## src/rtl/mdio_slv_pkg.sv

```systemverilog
package mdio_slv_pkg;
  localparam int DATA_W = 16;
  localparam int ADDR_W = 5;
  localparam int HDR_W  = 16;
  localparam int NREGS  = 1 << ADDR_W;

  typedef enum logic [1:0] {
    ST_IDLE  = 2'd0,
    ST_READ  = 2'd1,
    ST_WRITE = 2'd2
  } xfer_state_t;

  // Header layout, MSB first as the bits arrive.
  typedef struct packed {
    logic [1:0]        start;
    logic [1:0]        op;
    logic [ADDR_W-1:0] phy;
    logic [ADDR_W-1:0] regad;
    logic [1:0]        ta;
  } mgmt_hdr_t;

  function automatic xfer_state_t classify(input logic [HDR_W-1:0] raw);
    mgmt_hdr_t h;
    h = mgmt_hdr_t'(raw);
    if (h.start == 2'b01 && h.op == 2'b01 && h.ta == 2'b10)
      return ST_WRITE;
    else if (h.start == 2'b01 && h.op == 2'b10 && !h.ta[0])
      return ST_READ;
    else
      return ST_IDLE;
  endfunction

  function automatic logic [ADDR_W-1:0] hdr_regad(input logic [HDR_W-1:0] raw);
    mgmt_hdr_t h;
    h = mgmt_hdr_t'(raw);
    return h.regad;
  endfunction

  function automatic logic [DATA_W-1:0] reg_default(
    input logic [ADDR_W-1:0] a,
    input logic [ADDR_W-1:0] idx_a,
    input logic [DATA_W-1:0] val_a,
    input logic [ADDR_W-1:0] idx_b,
    input logic [DATA_W-1:0] val_b
  );
    if (a == idx_a)      return val_a;
    else if (a == idx_b) return val_b;
    else                 return '0;
  endfunction
endpackage

```

## src/rtl/mdio_edge_sampler.sv

```systemverilog
module mdio_edge_sampler (
  input  logic clk,
  input  logic rst_n,
  input  logic mdc_i,
  input  logic mdo_i,
  input  logic mdoe_i,
  output logic edge_o,
  output logic bit_o
);
  logic mdc_q;

  always_ff @(posedge clk or negedge rst_n) begin
    if (!rst_n) mdc_q <= 1'b0;
    else        mdc_q <= mdc_i;
  end

  assign edge_o = mdc_i & ~mdc_q;
  assign bit_o  = mdo_i & mdoe_i;
endmodule

```

## src/rtl/mdio_frame_ctrl.sv

```systemverilog
module mdio_frame_ctrl
  import mdio_slv_pkg::*;
#(
  parameter int unsigned SYNC_W = 32
) (
  input  logic              clk,
  input  logic              rst_n,
  input  logic              edge_i,
  input  logic              bit_i,
  output logic              rd_load_o,
  output logic [ADDR_W-1:0] rd_addr_o,
  output logic              shift_o,
  output logic              wr_done_o
);
  localparam int CNT_W = $clog2(SYNC_W + 1);

  logic [SYNC_W-1:0] shreg, shreg_nx;
  logic [CNT_W-1:0]  cnt, cnt_eff;
  xfer_state_t       state, state_mid, state_nx, dec_state;
  logic              sync_hit, dec_hit, fin;

  always_comb begin
    shreg_nx  = {shreg[SYNC_W-2:0], bit_i};
    sync_hit  = edge_i && (&shreg_nx);
    cnt_eff   = sync_hit ? CNT_W'(SYNC_W) : cnt;
    dec_hit   = edge_i && (cnt_eff == CNT_W'(HDR_W));
    dec_state = classify(shreg_nx[HDR_W-1:0]);
    state_mid = dec_hit ? dec_state : state;
    rd_load_o = dec_hit && (dec_state == ST_READ);
    rd_addr_o = hdr_regad(shreg_nx[HDR_W-1:0]);
    shift_o   = edge_i && (cnt_eff < CNT_W'(HDR_W)) && (state_mid == ST_READ);
    fin       = edge_i && (cnt_eff == '0) && (state_mid != ST_IDLE);
    wr_done_o = fin && (state_mid == ST_WRITE);
    state_nx  = fin ? ST_IDLE : state_mid;
  end

  always_ff @(posedge clk or negedge rst_n) begin
    if (!rst_n) begin
      shreg <= '0;
      cnt   <= '0;
      state <= ST_IDLE;
    end else if (edge_i) begin
      shreg <= shreg_nx;
      cnt   <= (cnt_eff == '0) ? '0 : cnt_eff - 1'b1;
      state <= state_nx;
    end
  end

  // a detected preamble reloads the counter, then one step is taken
  a_r3_sync_reload: assert property (@(posedge clk) disable iff (!rst_n)
    sync_hit |=> (cnt == CNT_W'(SYNC_W - 1)));

  // a read starts only on the header edge
  a_r4_read_at_header: assert property (@(posedge clk) disable iff (!rst_n)
    $rose(state == ST_READ) |-> ($past(cnt) == CNT_W'(HDR_W)));

  // the final edge returns the slave to idle
  a_r10_idle_after_last: assert property (@(posedge clk) disable iff (!rst_n)
    fin |=> (state == ST_IDLE));
endmodule

```

## src/rtl/mdio_id_rom.sv

```systemverilog
module mdio_id_rom
  import mdio_slv_pkg::*;
#(
  parameter logic [ADDR_W-1:0] IDX_A = 5'd2,
  parameter logic [DATA_W-1:0] VAL_A = 16'h0022,
  parameter logic [ADDR_W-1:0] IDX_B = 5'd3,
  parameter logic [DATA_W-1:0] VAL_B = 16'h161A
) (
  input  logic [ADDR_W-1:0] addr_i,
  output logic [DATA_W-1:0] data_o
);
  logic [DATA_W-1:0] table_q [NREGS];

  for (genvar g = 0; g < NREGS; g++) begin : g_entry
    assign table_q[g] = reg_default(ADDR_W'(g), IDX_A, VAL_A, IDX_B, VAL_B);
  end

  assign data_o = table_q[addr_i];
endmodule

```

## src/rtl/mdio_read_shifter.sv

```systemverilog
module mdio_read_shifter
  import mdio_slv_pkg::*;
(
  input  logic              clk,
  input  logic              rst_n,
  input  logic              load_i,
  input  logic [DATA_W-1:0] word_i,
  input  logic              shift_i,
  output logic              di_o
);
  logic [DATA_W-1:0] dout;

  always_ff @(posedge clk or negedge rst_n) begin
    if (!rst_n) begin
      dout <= '0;
      di_o <= 1'b0;
    end else if (load_i) begin
      dout <= word_i;
    end else if (shift_i) begin
      di_o <= dout[DATA_W-1];
      dout <= {dout[DATA_W-2:0], 1'b0};
    end
  end
endmodule

```

## src/rtl/mdio_mgmt_slave.sv

```systemverilog
module mdio_mgmt_slave
  import mdio_slv_pkg::*;
#(
  parameter int unsigned       SYNC_W    = 32,
  parameter logic [ADDR_W-1:0] ID_HI_IDX = 5'd2,
  parameter logic [DATA_W-1:0] ID_HI_VAL = 16'h0022,
  parameter logic [ADDR_W-1:0] ID_LO_IDX = 5'd3,
  parameter logic [DATA_W-1:0] ID_LO_VAL = 16'h161A
) (
  input  logic clk,
  input  logic rst_n,
  input  logic mdc_i,
  input  logic mdio_do_i,
  input  logic mdio_oe_i,
  output logic mdio_di_o
);
  logic              mdc_edge, smp_bit;
  logic              rd_load, shift_en, wr_done;
  logic [ADDR_W-1:0] rd_addr;
  logic [DATA_W-1:0] rd_word;

  mdio_edge_sampler u_smp (
    .clk(clk), .rst_n(rst_n), .mdc_i(mdc_i), .mdo_i(mdio_do_i),
    .mdoe_i(mdio_oe_i), .edge_o(mdc_edge), .bit_o(smp_bit)
  );

  mdio_frame_ctrl #(.SYNC_W(SYNC_W)) u_ctrl (
    .clk(clk), .rst_n(rst_n), .edge_i(mdc_edge), .bit_i(smp_bit),
    .rd_load_o(rd_load), .rd_addr_o(rd_addr), .shift_o(shift_en),
    .wr_done_o(wr_done)
  );

  mdio_id_rom #(
    .IDX_A(ID_HI_IDX), .VAL_A(ID_HI_VAL), .IDX_B(ID_LO_IDX), .VAL_B(ID_LO_VAL)
  ) u_rom (
    .addr_i(rd_addr), .data_o(rd_word)
  );

  mdio_read_shifter u_shift (
    .clk(clk), .rst_n(rst_n), .load_i(rd_load), .word_i(rd_word),
    .shift_i(shift_en), .di_o(mdio_di_o)
  );

  // output moves only after a management clock edge
  a_r9_hold_between_edges: assert property (@(posedge clk) disable iff (!rst_n)
    !mdc_edge |=> $stable(mdio_di_o));

  // finishing a write leaves the output untouched
  a_r6_write_quiet: assert property (@(posedge clk) disable iff (!rst_n)
    wr_done |=> $stable(mdio_di_o));

  // a shift and a table fetch never share an edge
  a_r9_no_load_shift: assert property (@(posedge clk) disable iff (!rst_n)
    !(rd_load && shift_en));
endmodule

```

## config.mk

```make
export PLATFORM = sky130hd
export DESIGN_NAME = mdio_mgmt_slave
export DESIGN_NICKNAME = d
export VERILOG_FILES = /design/src/rtl/mdio_slv_pkg.sv /design/src/rtl/mdio_edge_sampler.sv /design/src/rtl/mdio_frame_ctrl.sv /design/src/rtl/mdio_id_rom.sv /design/src/rtl/mdio_read_shifter.sv /design/src/rtl/mdio_mgmt_slave.sv
export SDC_FILE = /design/constraint.sdc
export NUM_CORES = 1
export LEC_CHECK = 0
export BUFFER_PORTS_ARGS = -buffer_cell sky130_fd_sc_hd__buf_4
export CORE_ASPECT_RATIO = 1.2
export CORE_MARGIN = 5
export CORE_UTILIZATION = 35
export CTS_BUF_LIST = sky130_fd_sc_hd__clkbuf_2
export CTS_CLUSTER_SIZE = 14
export DETAILED_ROUTE_END_ITERATION = 8
export PLACE_DENSITY = 0.61
export SYNTH_ARGS = -nofsm -noshare
export SYNTH_HDL_FRONTEND = slang
export SYNTH_HIERARCHICAL = 1
export SYNTH_SLANG_ARGS = --single-unit
```

## constraint.sdc

```tcl
create_clock -name clk -period 4.7 [get_ports clk]
set_clock_uncertainty 0.05 [all_clocks]
set_input_delay 0.235 -clock clk [delete_from_list [all_inputs] [get_ports clk]]
set_output_delay 0.235 -clock clk [all_outputs]
set_load 0.01 [all_outputs]
```

=== After elaboration in Yosys (flattened, before gate mapping) ===
Memory sizes are Yosys's and may differ from the RTL's.
Index checks and enable logic that the tools add are counted.
W data, S select, Z words.

* Register bits: 57
* ROM bits: 512
* Bits of input ports: 5
* Word-level logic and storage cells: 49
* Memories: 1

* $add $sub $neg: 1
* $lt $le $gt $ge: 2
* Equality and inequality tests: 7
* Muxes and demuxes: 10
* Bitwise operators: 5
* Reductions and logical operators: 17

{| class="wikitable"
|+ Memories
! name !! words !! width !! rd ports !! clocked after memory_dff !! wr ports !! line !! text
|-
| (name not given) || 32 || 16 || 1 || 0 || 0 || mdio_id_rom.sv:18 || <nowiki>assign data_o = table_q[addr_i];</nowiki>
|}

{| class="wikitable"
|+ Operators by type and width
! operator !! count
|-
| $mux W16 || 4
|-
| $reduce_and A32 Y1 || 1
|-
| $mux W6 || 2
|-
| $logic_and A1 B1 Y1 || 11
|-
| $eq A2 B1 Y1 const B || 4
|-
| $eq A6 B5 Y1 const B || 1
|-
| $ge A6 B6 Y1 const B || 1
|-
| $logic_not A6 Y1 || 1
|-
| $lt A6 B5 Y1 const B || 1
|-
| $mux W2 || 3
|-
| $not A5 Y6 || 1
|-
| $sub A6 B1 Y6 const B || 1
|-
| $eq A2 B2 Y1 const B || 2
|-
| $reduce_bool A2 Y1 || 2
|-
| $and A1 B1 Y1 || 2
|-
| $not A1 Y1 || 2
|-
| $reduce_and A2 Y1 || 1
|-
| $logic_not A1 Y1 || 1
|-
| $mux W1 || 1
|}

=== Longest topological paths before layout ===
Gate-level depths: netlist (run 1).

* Depth after elaboration: 11
* Gate-level depth with buffers: 14
* Depth with buffers taken out: 12

=== Cells and area by module ===
Netlist (run 1), hierarchy kept.

{| class="wikitable"
|+ By module, submodules not included
! module !! times used !! cells each !! area an instance (um^2) !! sequential area each (um^2)
|-
| mdio_frame_ctrl || 1 || 154 || 1838.0 || 975.9
|-
| mdio_read_shifter || 1 || 72 || 784.5 || 425.4
|-
| mdio_id_rom || 1 || 17 || 138.9 || 0.0
|-
| mdio_edge_sampler || 1 || 3 || 45.0 || 25.0
|}

=== Worst setup path after synthesis (run 1) ===
OpenSTA, ideal clock, no wires.

* Kind: register to register
* Start: reg u_smp.mdc_q
* End: reg u_shift.dout[2]
* Data arrival time: 3.241 ns
* Slack: 1.278 ns
* Cell stages (with the launch flop): 15
* Buffers on the path: 2
* Period minus slack after synthesis: 3.422 ns
* Path through: dfrtp_1 nor2b_4 nand4_1 nor3_1 nand3_1 nand2_1 ha_1 or4b_4 nor4_2 a21o_1 and4_1 buf_6 buf_12 mux2i_1 o21ai_1

* Elaborated cells on any way between the ends: 14
* Those cells by class: 1 x order compare; 2 x eq/ne; 3 x mux; 2 x bitwise; 6 x reduce/logical

{| class="wikitable"
|+ RTL lines
! what !! line !! text
|-
| start: declaration || mdio_edge_sampler.sv:10 || <nowiki>logic mdc_q;</nowiki>
|-
| start signal: assignment || mdio_edge_sampler.sv:14 || <nowiki>else mdc_q <= mdc_i;</nowiki>
|-
| $not A1 Y1 * || mdio_edge_sampler.sv:17 || <nowiki>assign edge_o = mdc_i & ~mdc_q;</nowiki>
|-
| $and A1 B1 Y1 * || mdio_edge_sampler.sv:17 ||
|-
| net mdc_edge || mdio_mgmt_slave.sv:17 || <nowiki>logic mdc_edge, smp_bit;</nowiki>
|-
| $logic_and A1 B1 Y1 || mdio_frame_ctrl.sv:24 || <nowiki>sync_hit = edge_i && (&shreg_nx);</nowiki>
|-
| $mux W6 || mdio_frame_ctrl.sv:25 || <nowiki>cnt_eff = sync_hit ? CNT_W'(SYNC_W) : cnt;</nowiki>
|-
| $eq A6 B5 Y1 || mdio_frame_ctrl.sv:26 || <nowiki>dec_hit = edge_i && (cnt_eff == CNT_W'(HDR_W));</nowiki>
|-
| $logic_and A1 B1 Y1 * || mdio_frame_ctrl.sv:26 ||
|-
| $logic_and A1 B1 Y1 * || mdio_frame_ctrl.sv:29 || <nowiki>rd_load_o = dec_hit && (dec_state == ST_READ);</nowiki>
|-
| net rd_load || mdio_mgmt_slave.sv:18 || <nowiki>logic rd_load, shift_en, wr_done;</nowiki>
|-
| $mux W16 or $reduce_bool A2 Y1 (tied branches) || n/a ||
|-
| end signal: assignment || mdio_read_shifter.sv:18 || <nowiki>dout <= word_i;</nowiki>
|-
| end signal: assignment || mdio_read_shifter.sv:21 || <nowiki>dout <= {dout[DATA_W-2:0], 1'b0};</nowiki>
|-
| end: declaration || mdio_read_shifter.sv:11 || <nowiki>logic [DATA_W-1:0] dout;</nowiki>
|}

The timed path passes the listed nets; every way through them passes the cells marked *.
A chain may end at the register's enable or synchronous reset.

=== Worst setup path in the final report (run 1) ===
* Start: reg u_smp.mdc_q
* End: reg u_shift.dout[13]

Same word-level chain as after synthesis.

==> results of run 1 <==
layout make-up:
cell class              instances  area [um2]
multi-input cells             165        1190
well taps                      92         115
fillers                       767        4770
flip-flops and latches         57        1430
clock buffers                   9        45.0
inverters                       2        7.51
repair buffers                 10        80.1
clock inverters                 7        71.3
metrics by stage:
stage | power (mW) | hold WS (ps) | utilization (%) | instance area (um2) | std cells
floorplan | 0.772 | -111 | - | 2820 | 252
global route | 1.18 | 71.5 | 38.1 | 2940 | 342
CTS | 1.12 | 87.6 | 38.1 | 2940 | 342
finish | 1.10 | 131 | 38.1 | 2940 | 342
global placement | 0.797 | 288 | 36.4 | 2800 | 324
detailed placement | 0.802 | 294 | 36.4 | 2800 | 324
metal layers:
metal,vias up,part of all wire [%],track usage [%]
li1,844,-,-
met1,828,48,13.0
met2,20,47,15.6
met3,7,3.7,4.90
met4,0,1.6,3.46
met5,-,0,0
worst max path at each step:
stage	end	from	slack (ps)
final	u_shift/dout[13]	u_smp/mdc_q	630
after global routing	u_shift/dout[13]	u_smp/mdc_q	360
after CTS	u_shift/dout[15]	u_smp/mdc_q	560
after detailed placement	u_shift/dout[14]	mdio_do_i	600
after global placement	u_shift/dout[13]	u_smp/mdc_q	640
after floorplan	u_shift/dout[2]	u_smp/mdc_q	1320
critical path, cell delays in order (launching register included):
cell	delay (ps)
dfrtp_1	430
nor2b_4	130
nand4_1	90
nor3_1	440
nand3_1	370
nand2_1	200
ha_1	170
or4b_4	500
nor4_4	280
a21o_1	110
and4_1	670
buf_4	260
mux2i_1	170
o21ai_0	80
power by group:
group / internal [mW] / leakage (nW) / switching (mW)
Sequential: 0.559 / 0.766 / 0.0801
Clock: 0.121 / 0.0639 / 0.189
Combinational: 0.0827 / 0.484 / 0.0682
flip-flops by register name, indices dropped and copies added, names as in the netlist:
name	count
u_shift/dout	16
u_ctrl/state	2
u_smp/mdc_q	1
u_ctrl/shreg	31
u_shift/di_o	1
u_ctrl/cnt	6
==> results_dict.tcl, run 1 <==
set metrics [dict create \
    status "finished clean" \
    cap_viol_max_count 0 \
    htreeDepth 3 \
    timing.fmax_ghz 0.246 \
    vdd_drop_max_uv 182 \
    cts_tree "built" \
    whs_path_depth 3 \
    p_leak_nw 1.31 \
    grt_max_degree 58 \
    initial_core_util_pct 36.2 \
    cts_resized 0 \
    r2r-end "u_shift/dout[13]" \
    clk_pin_slew_ps 170 \
    required_ps 5030 \
    cts_hold_buf 2 \
    period_needed_ps 4070 \
    cp-end-kind "register" \
    hpwl_um 2920 \
    core_um2 7710 \
    grt_use_total_pct 10.4 \
    die_h_um 108 \
    setup_viol 0 \
    setup_ws_ps 631 \
    crit_type "reg -> reg" \
    yosysWarnings 6 \
    portBuffers 5 \
    worstSetupStartpointType "register" \
    r2r_start "u_smp/mdc_q" \
    timing.final.crit_share_pct 86.6 \
    p_per_area_nw_per_um2 375 \
    tns_ps 0 \
    synth_area_um2 2790 \
    nets 252 \
    cts_root_buffer "clkbuf_2" \
    core.rowCount 35 \
    holdPathEnd "u_ctrl/shreg[0]" \
    drt-pass1-iter-count 4 \
    die_w_um 91.5 \
    diodes 0 \
    drc 0 \
    postCtsSetupBuffers 0 \
    cts_num_sinks 57 \
    cp_data_arrival_time_ps 4400 \
    final_common_cell "dfrtp_1" \
    numCtsBuffers 9 \
    cp_max_fo 15 \
    slew_headroom_pct 51.0 \
    rsz0062_at_grt "no" \
    hold_start "mdio_oe_i" \
    cts_buffer_depth 2 \
    hold_violations 0 \
    synth_area_per_cell_um2 11.4 \
    layout_common_cells "dfrtp_1 (57), mux2_2 (32), nand2_1 (24), mux2i_1 (16), nand4_1 (11)" \
    gp_congestion 0.729 \
    antenna_found_initial 0 \
    die-area_um2 9860 \
    slew_violations 0 \
    vias_per_cell 4.97 \
    drive_above_1_share_pct 24.4 \
    worst_pin_slew_ps 735 \
    place_ws_ps 602 \
    grt_pass1_wl_um 8090 \
    hold_class "in -> reg" \
    drt-initial-drc-count 66 \
    synth_cells 244 \
    wl_per_cell_um 13.2 \
    drtAntennaViolNets 0 \
    clock_latency_ps 490 \
    grt-ovfl-total 0 \
    ff2ff_path_depth 13 \
    timing.reg2reg.setup_slack_ps 630 \
    area_delta_synth_final_pct 5.43 \
    drt_wl_total_um 4520 \
    first_global_vias 1699 \
    num_vias 1699 \
    ios 6 \
]
No activity file was read; power rests on OpenSTA's default activity.
==> run 2: changes to the inputs <==
Settings changed: CELL_PAD_IN_SITES_DETAIL_PLACEMENT set to 1, CELL_PAD_IN_SITES_GLOBAL_PLACEMENT set to 1, PLACE_DENSITY 0.61 to 0.69, SETUP_SLACK_MARGIN set to 0.02.
==> run 2 against run 1 <==
  * Clock power is 15% higher
  * Via count is 2.7% higher
  * Clock-buffer cell count stayed put
  * Power is 4.8% higher
  * Die area stayed put
  * Fmax is 2.2% higher
  * Global-route usage is 1.2 points higher
==> results_dict.tcl, run 2 (synthesis gave the netlist of run 1 again) <==
set metrics [dict create \
    worst_pin_slew_ps 754 \
    setup_viol 0 \
    grt-ovfl-total 0 \
    hpwl_um 3390 \
    die_w_um 91.5 \
    crit_top_cell "buf_4" \
    area_delta_synth_final_pct 6.19 \
    critPathTopFamily "simple AND/OR/NAND/NOR gates" \
    diodes 0 \
    wl_per_cell_um 14.7 \
    initial_core_util_pct 36.2 \
    die-area_um2 9860 \
    clock_latency_ps 470 \
    cp-end-kind "register" \
    drive_above_1_share_pct 23.9 \
    grt_use_total_pct 11.6 \
    max_stage_delay_ps 690 \
    tns_ps 0 \
    crit_type "reg -> reg" \
    largestRegisters "u_ctrl/shreg (31), u_shift/dout (16), u_ctrl/cnt (6)" \
    required_ps 5000 \
    fillers 873 \
    num_vias 1745 \
    placed_area_um2 2810 \
    vdd_drop_max_uv 187 \
    largest-register "u_ctrl/shreg" \
    ios 6 \
    drc 0 \
    rsz0062_at_grt "no" \
    portBuffers 5 \
    design_area_um2 2960 \
    cp.buffers_inverters 2 \
    p_leak_nw 1.33 \
    largest_reg_flops 31 \
    nets 253 \
    die_h_um 108 \
    fin_util_pct 38.4 \
    p_per_area_nw_per_um2 390 \
    drtAntennaViolNets 0 \
    antenna_found_initial 0 \
    cts_tree "built" \
    drt-initial-drc-count 57 \
    net-switching-power_mw 0.341 \
    core_um2 7710 \
    cts_root_buffer "clkbuf_2" \
    first_global_vias 1968 \
    hold_class "in -> reg" \
    cts_num_sinks 57 \
    cp_max_fo 15 \
    vias_per_cell 5.09 \
    slew_headroom_pct 49.7 \
    crit_path_top_delay_cell "and4_1" \
    clk_pin_slew_ps 180 \
    grt_max_degree 58 \
    core.rowCount 35 \
    layout_common_cells "dfrtp_1 (57), mux2_2 (32), nand2_1 (24), mux2i_1 (16), nand4_1 (11)" \
    grt_pass1_wl_um 9220 \
    timing.final.crit_share_pct 84.7 \
    drt-pass1-iter-count 4 \
    htreeDepth 3 \
    cap_viol_max_count 0 \
    p_sw_share_pct 29.5 \
    finalPower_mw 1.15 \
    final_common_cell "dfrtp_1" \
    seq_power_share_pct 55.7 \
    slew_violations 0 \
    timing.fmax_ghz 0.251 \
    drt_wl_total_um 5050 \
    crit_chain "nor2b_4 -> nand4_1 -> nor3_1 -> nand3_1 -> buf_4 -> nand2_1 -> ha_1 -> or4b_4 -> nor4_4 -> a21o_1 -> and4_1 -> buf_4 -> mux2i_1 -> o21ai_1" \
    pwr-share-comb_pct 13.6 \
    numCtsBuffers 9 \
    period_needed_ps 3980 \
    cp_data_arrival_time_ps 4280 \
    internal-power_mw 0.813 \
    worstSetupStartpointType "register" \
    hold_violations 0 \
    gp_congestion 0.754 \
    clkPwrFrac_pct 30.7 \
    cts_buffer_depth 2 \
    status "finished clean" \
]
run 2: final timing paths:
check | slack [ps] | to | cells past startpoint | start
setup / recovery | 720 | u_shift/dout[8] | 14 | u_smp/mdc_q
hold / removal | 100 | u_ctrl/shreg[0] | 3 | mdio_oe_i
setup reg to reg | 720 | u_shift/dout[8] | 14 | u_smp/mdc_q
hold reg to reg | 480 | u_shift/di_o | 1 | u_shift/di_o
max in group asynchronous | 3840 | u_ctrl/shreg[7] | 2 | rst_n
min in group asynchronous | 270 | u_shift/dout[5] | 2 | rst_n
run 2: area by class of cell:
type                       instances  area, um2  share of cell area [%]
clock buffer                       9       45.0                    1.52
clock inverter                     7       85.1                    2.87
inverter                           2       7.51                   0.254
multi-input combinational        165       1190                    40.3
sequential                        57       1430                    48.2
tap                               92        115                    3.89
timing repair buffer              11       87.6                    2.96
run 2: metal layers:
metal  share of wire [%]  GRT usage (%)  up-vias
met5                   0              0        -
met4                0.99           4.09        0
met3                 3.1           3.92        4
met2                  49           19.0       15
met1                  47           14.0      871
li1                    -              -      855
run 2: worst reg2reg max path, cell delays in order (launching register included):
cell and delay [ps]:
dfrtp_1 430, nor2b_4 120, nand4_1 100, nor3_1 450, nand3_1 120, buf_4 200
nand2_1 100, ha_1 160, or4b_4 500, nor4_4 290, a21o_1 120, and4_1 690
buf_4 260, mux2i_1 200, o21ai_1 80
run 2: power groups by stage:
stage	clock [mW]	combinational [mW]	sequential (mW)
after CTS	0.370	0.160	0.643
after global placement	0	0.151	0.649
final	0.355	0.157	0.642
after detailed placement	0	0.157	0.652
after global routing	0.398	0.177	0.655
after floorplan	0	0.154	0.618
run 2: what timing repair did:
action,4_1_cts,5_1_grt
resized for setup,0,0
setup buffers,0,0
endpoints found under the hold margin,58,0
hold buffers,2,0
endpoints found under the setup margin,0,0
run 2: per-stage QoR:
stage	worst slack (ps)	hold slack (ps)	cells
after global placement	790	292	325
after CTS	673	69.8	343
final	718	104	343
after detailed placement	691	292	325
after global routing	312	62.1	343
after floorplan	1320	-111	252
==> run 3: changes to the inputs <==
Settings changed: ABC_AREA set to 1, PLACE_DENSITY 0.69 to 0.75.
Clock period 4.7 ns to 3.5 ns, I/O delays scaled along.
==> run 3 against run 2 <==
  * Fmax increased by 56%
  * Setup slack improved by 220 ps
  * Wire length up 11%
  * Clock-buffer cell count grew 2
  * Non-clock buffer count fell by 1
  * Largest cell class unchanged
==> results_dict.tcl, run 3 <==
set metrics [dict create \
    fillers 965 \
    place_ws_ps 940 \
    final_common_cell "nand2_1" \
    cts_tree "built" \
    p_leak_nw 1.45 \
    timing.reg2reg.setup_slack_ps 940 \
    timing.final.crit_share_pct 73.1 \
    postCtsSetupBuffers 0 \
    cts_resized 0 \
    hold_violations 0 \
    largest_reg_flops 31 \
    largest-register "u_ctrl/shreg" \
    tns_ps 0 \
    worst_pin_slew_ps 1150 \
    whs_path_depth 5 \
    ios 6 \
    cp-end-kind "register" \
    design_area_um2 2970 \
    gp_congestion 0.716 \
    cp_data_arrival_time_ps 2830 \
    required_ps 3770 \
    core_um2 8060 \
    p_per_area_nw_per_um2 561 \
    die_h_um 109 \
    drt_wl_total_um 5610 \
    crit_type "reg -> reg" \
    largestRegisters "u_ctrl/shreg (31), u_shift/dout (16), u_ctrl/cnt (6)" \
    vias_per_cell 4.77 \
    core.rowCount 36 \
    hold_class "in -> reg" \
    die-area_um2 10100 \
    worstSetupStartpointType "register" \
    synth_area_um2 2870 \
    ff2ff_path_depth 15 \
    num_vias 2124 \
    grt_pass1_wl_um 10200 \
    finalPower_mw 1.67 \
    endpoint "u_shift/dout[15]" \
    grt_use_total_pct 12.7 \
    first_global_vias 2299 \
    area_delta_synth_final_pct 3.40 \
    numCtsBuffers 9 \
    synth_cells 349 \
    setup_ws_ps 943 \
    slew_headroom_pct 23.1 \
    cap_viol_max_count 0 \
    synth_area_per_cell_um2 8.22 \
    multi_input_area_um2 1120 \
    drt-pass1-iter-count 4 \
    rsz0062_at_grt "no" \
    slew_violations 0 \
    seq_area_um2 1430 \
    die_w_um 92.7 \
    cts_hold_buf 2 \
    drt-initial-drc-count 66 \
    cts_root_buffer "clkbuf_2" \
    clock_latency_ps 440 \
    layout_common_cells "nand2_1 (109), dfrtp_1 (57), nand3_1 (38), inv_1 (30), o21ai_0 (30)" \
    r2r_start "u_smp/mdc_q" \
    cp_max_fo 17 \
    r2r-end "u_shift/dout[15]" \
    wl_per_cell_um 12.6 \
    drc 0 \
    period_needed_ps 2560 \
    status "finished clean" \
    cts_buffer_depth 2 \
    cp-startpoint "u_smp/mdc_q" \
    clk_pin_slew_ps 150 \
    grt-ovfl-total 0 \
    drtAntennaViolNets 0 \
    drive_above_1_share_pct 12.3 \
    hpwl_um 3820 \
    vdd_drop_max_uv 230 \
    initial_core_util_pct 35.6 \
    nets 353 \
    grt_max_degree 58 \
    diodes 0 \
    htreeDepth 3 \
    setup_viol 0 \
    timing.fmax_ghz 0.391 \
    antenna_found_initial 0 \
    placed_area_um2 2850 \
    yosysWarnings 6 \
    portBuffers 5 \
    cts_num_sinks 57 \
]
[run 3: how the worst min path moves through the flow]
stage,startpoint,end,slack (ps)
2_1_floorplan,rst_n,u_ctrl/cnt[0],-170
3_3_place_gp,rst_n,u_shift/dout[11],230
3_5_place_dp,rst_n,u_shift/dout[6],240
4_1_cts,mdio_oe_i,u_ctrl/shreg[0],70
5_1_grt,mdio_oe_i,u_ctrl/shreg[0],90
6_report,mdio_oe_i,u_ctrl/shreg[0],120
[run 3: through the flow]
stage	hold WS (ps)	utilization (%)	instances
floorplan	-171	-	357
global placement	235	35.3	428
CTS	73.9	36.8	445
global route	94.3	36.8	445
detailed placement	243	35.3	428
finish	121	36.8	445
[run 3: layout make-up]
class	instances	area share (%)
Inverter	33	4.17
Clock buffer	11	1.85
Multi-Input combinational cell	235	37.7
Tap cell	95	4.01
Sequential cell	57	48.1
Timing Repair Buffer	10	2.70
Clock inverter	4	1.52
[run 3: where the power goes]
part           internal (mW)  switching, mW
Combinational          0.143          0.251
Clock                  0.164          0.230
Sequential             0.776          0.102
Total                   1.08          0.582
[run 3: per-layer routing]
| metal | up-vias | track usage (%) | share of wire, % |
|---|---|---|---|
| met5 | - | 0 | 0 |
| met4 | 0 | 5.65 | 1.6 |
| li1 | 1070 | - | - |
| met2 | 12 | 22.1 | 50 |
| met3 | 9 | 2.28 | 1.9 |
| met1 | 1033 | 15.3 | 47 |
[run 3: worst max-delay path, cell delays in order, from the launching register on]
cell     delay (ps)
dfrtp_1         400
nor2_2          130
nand2_2          60
nor2_1          100
nand2_1          60
nor2_2          120
nand3_4         160
nand2_1         150
ha_1            290
nand2_4          80
inv_2            70
nand3_1          60
inv_1           290
inv_2           220
nand3_1         120
nand3_1          70
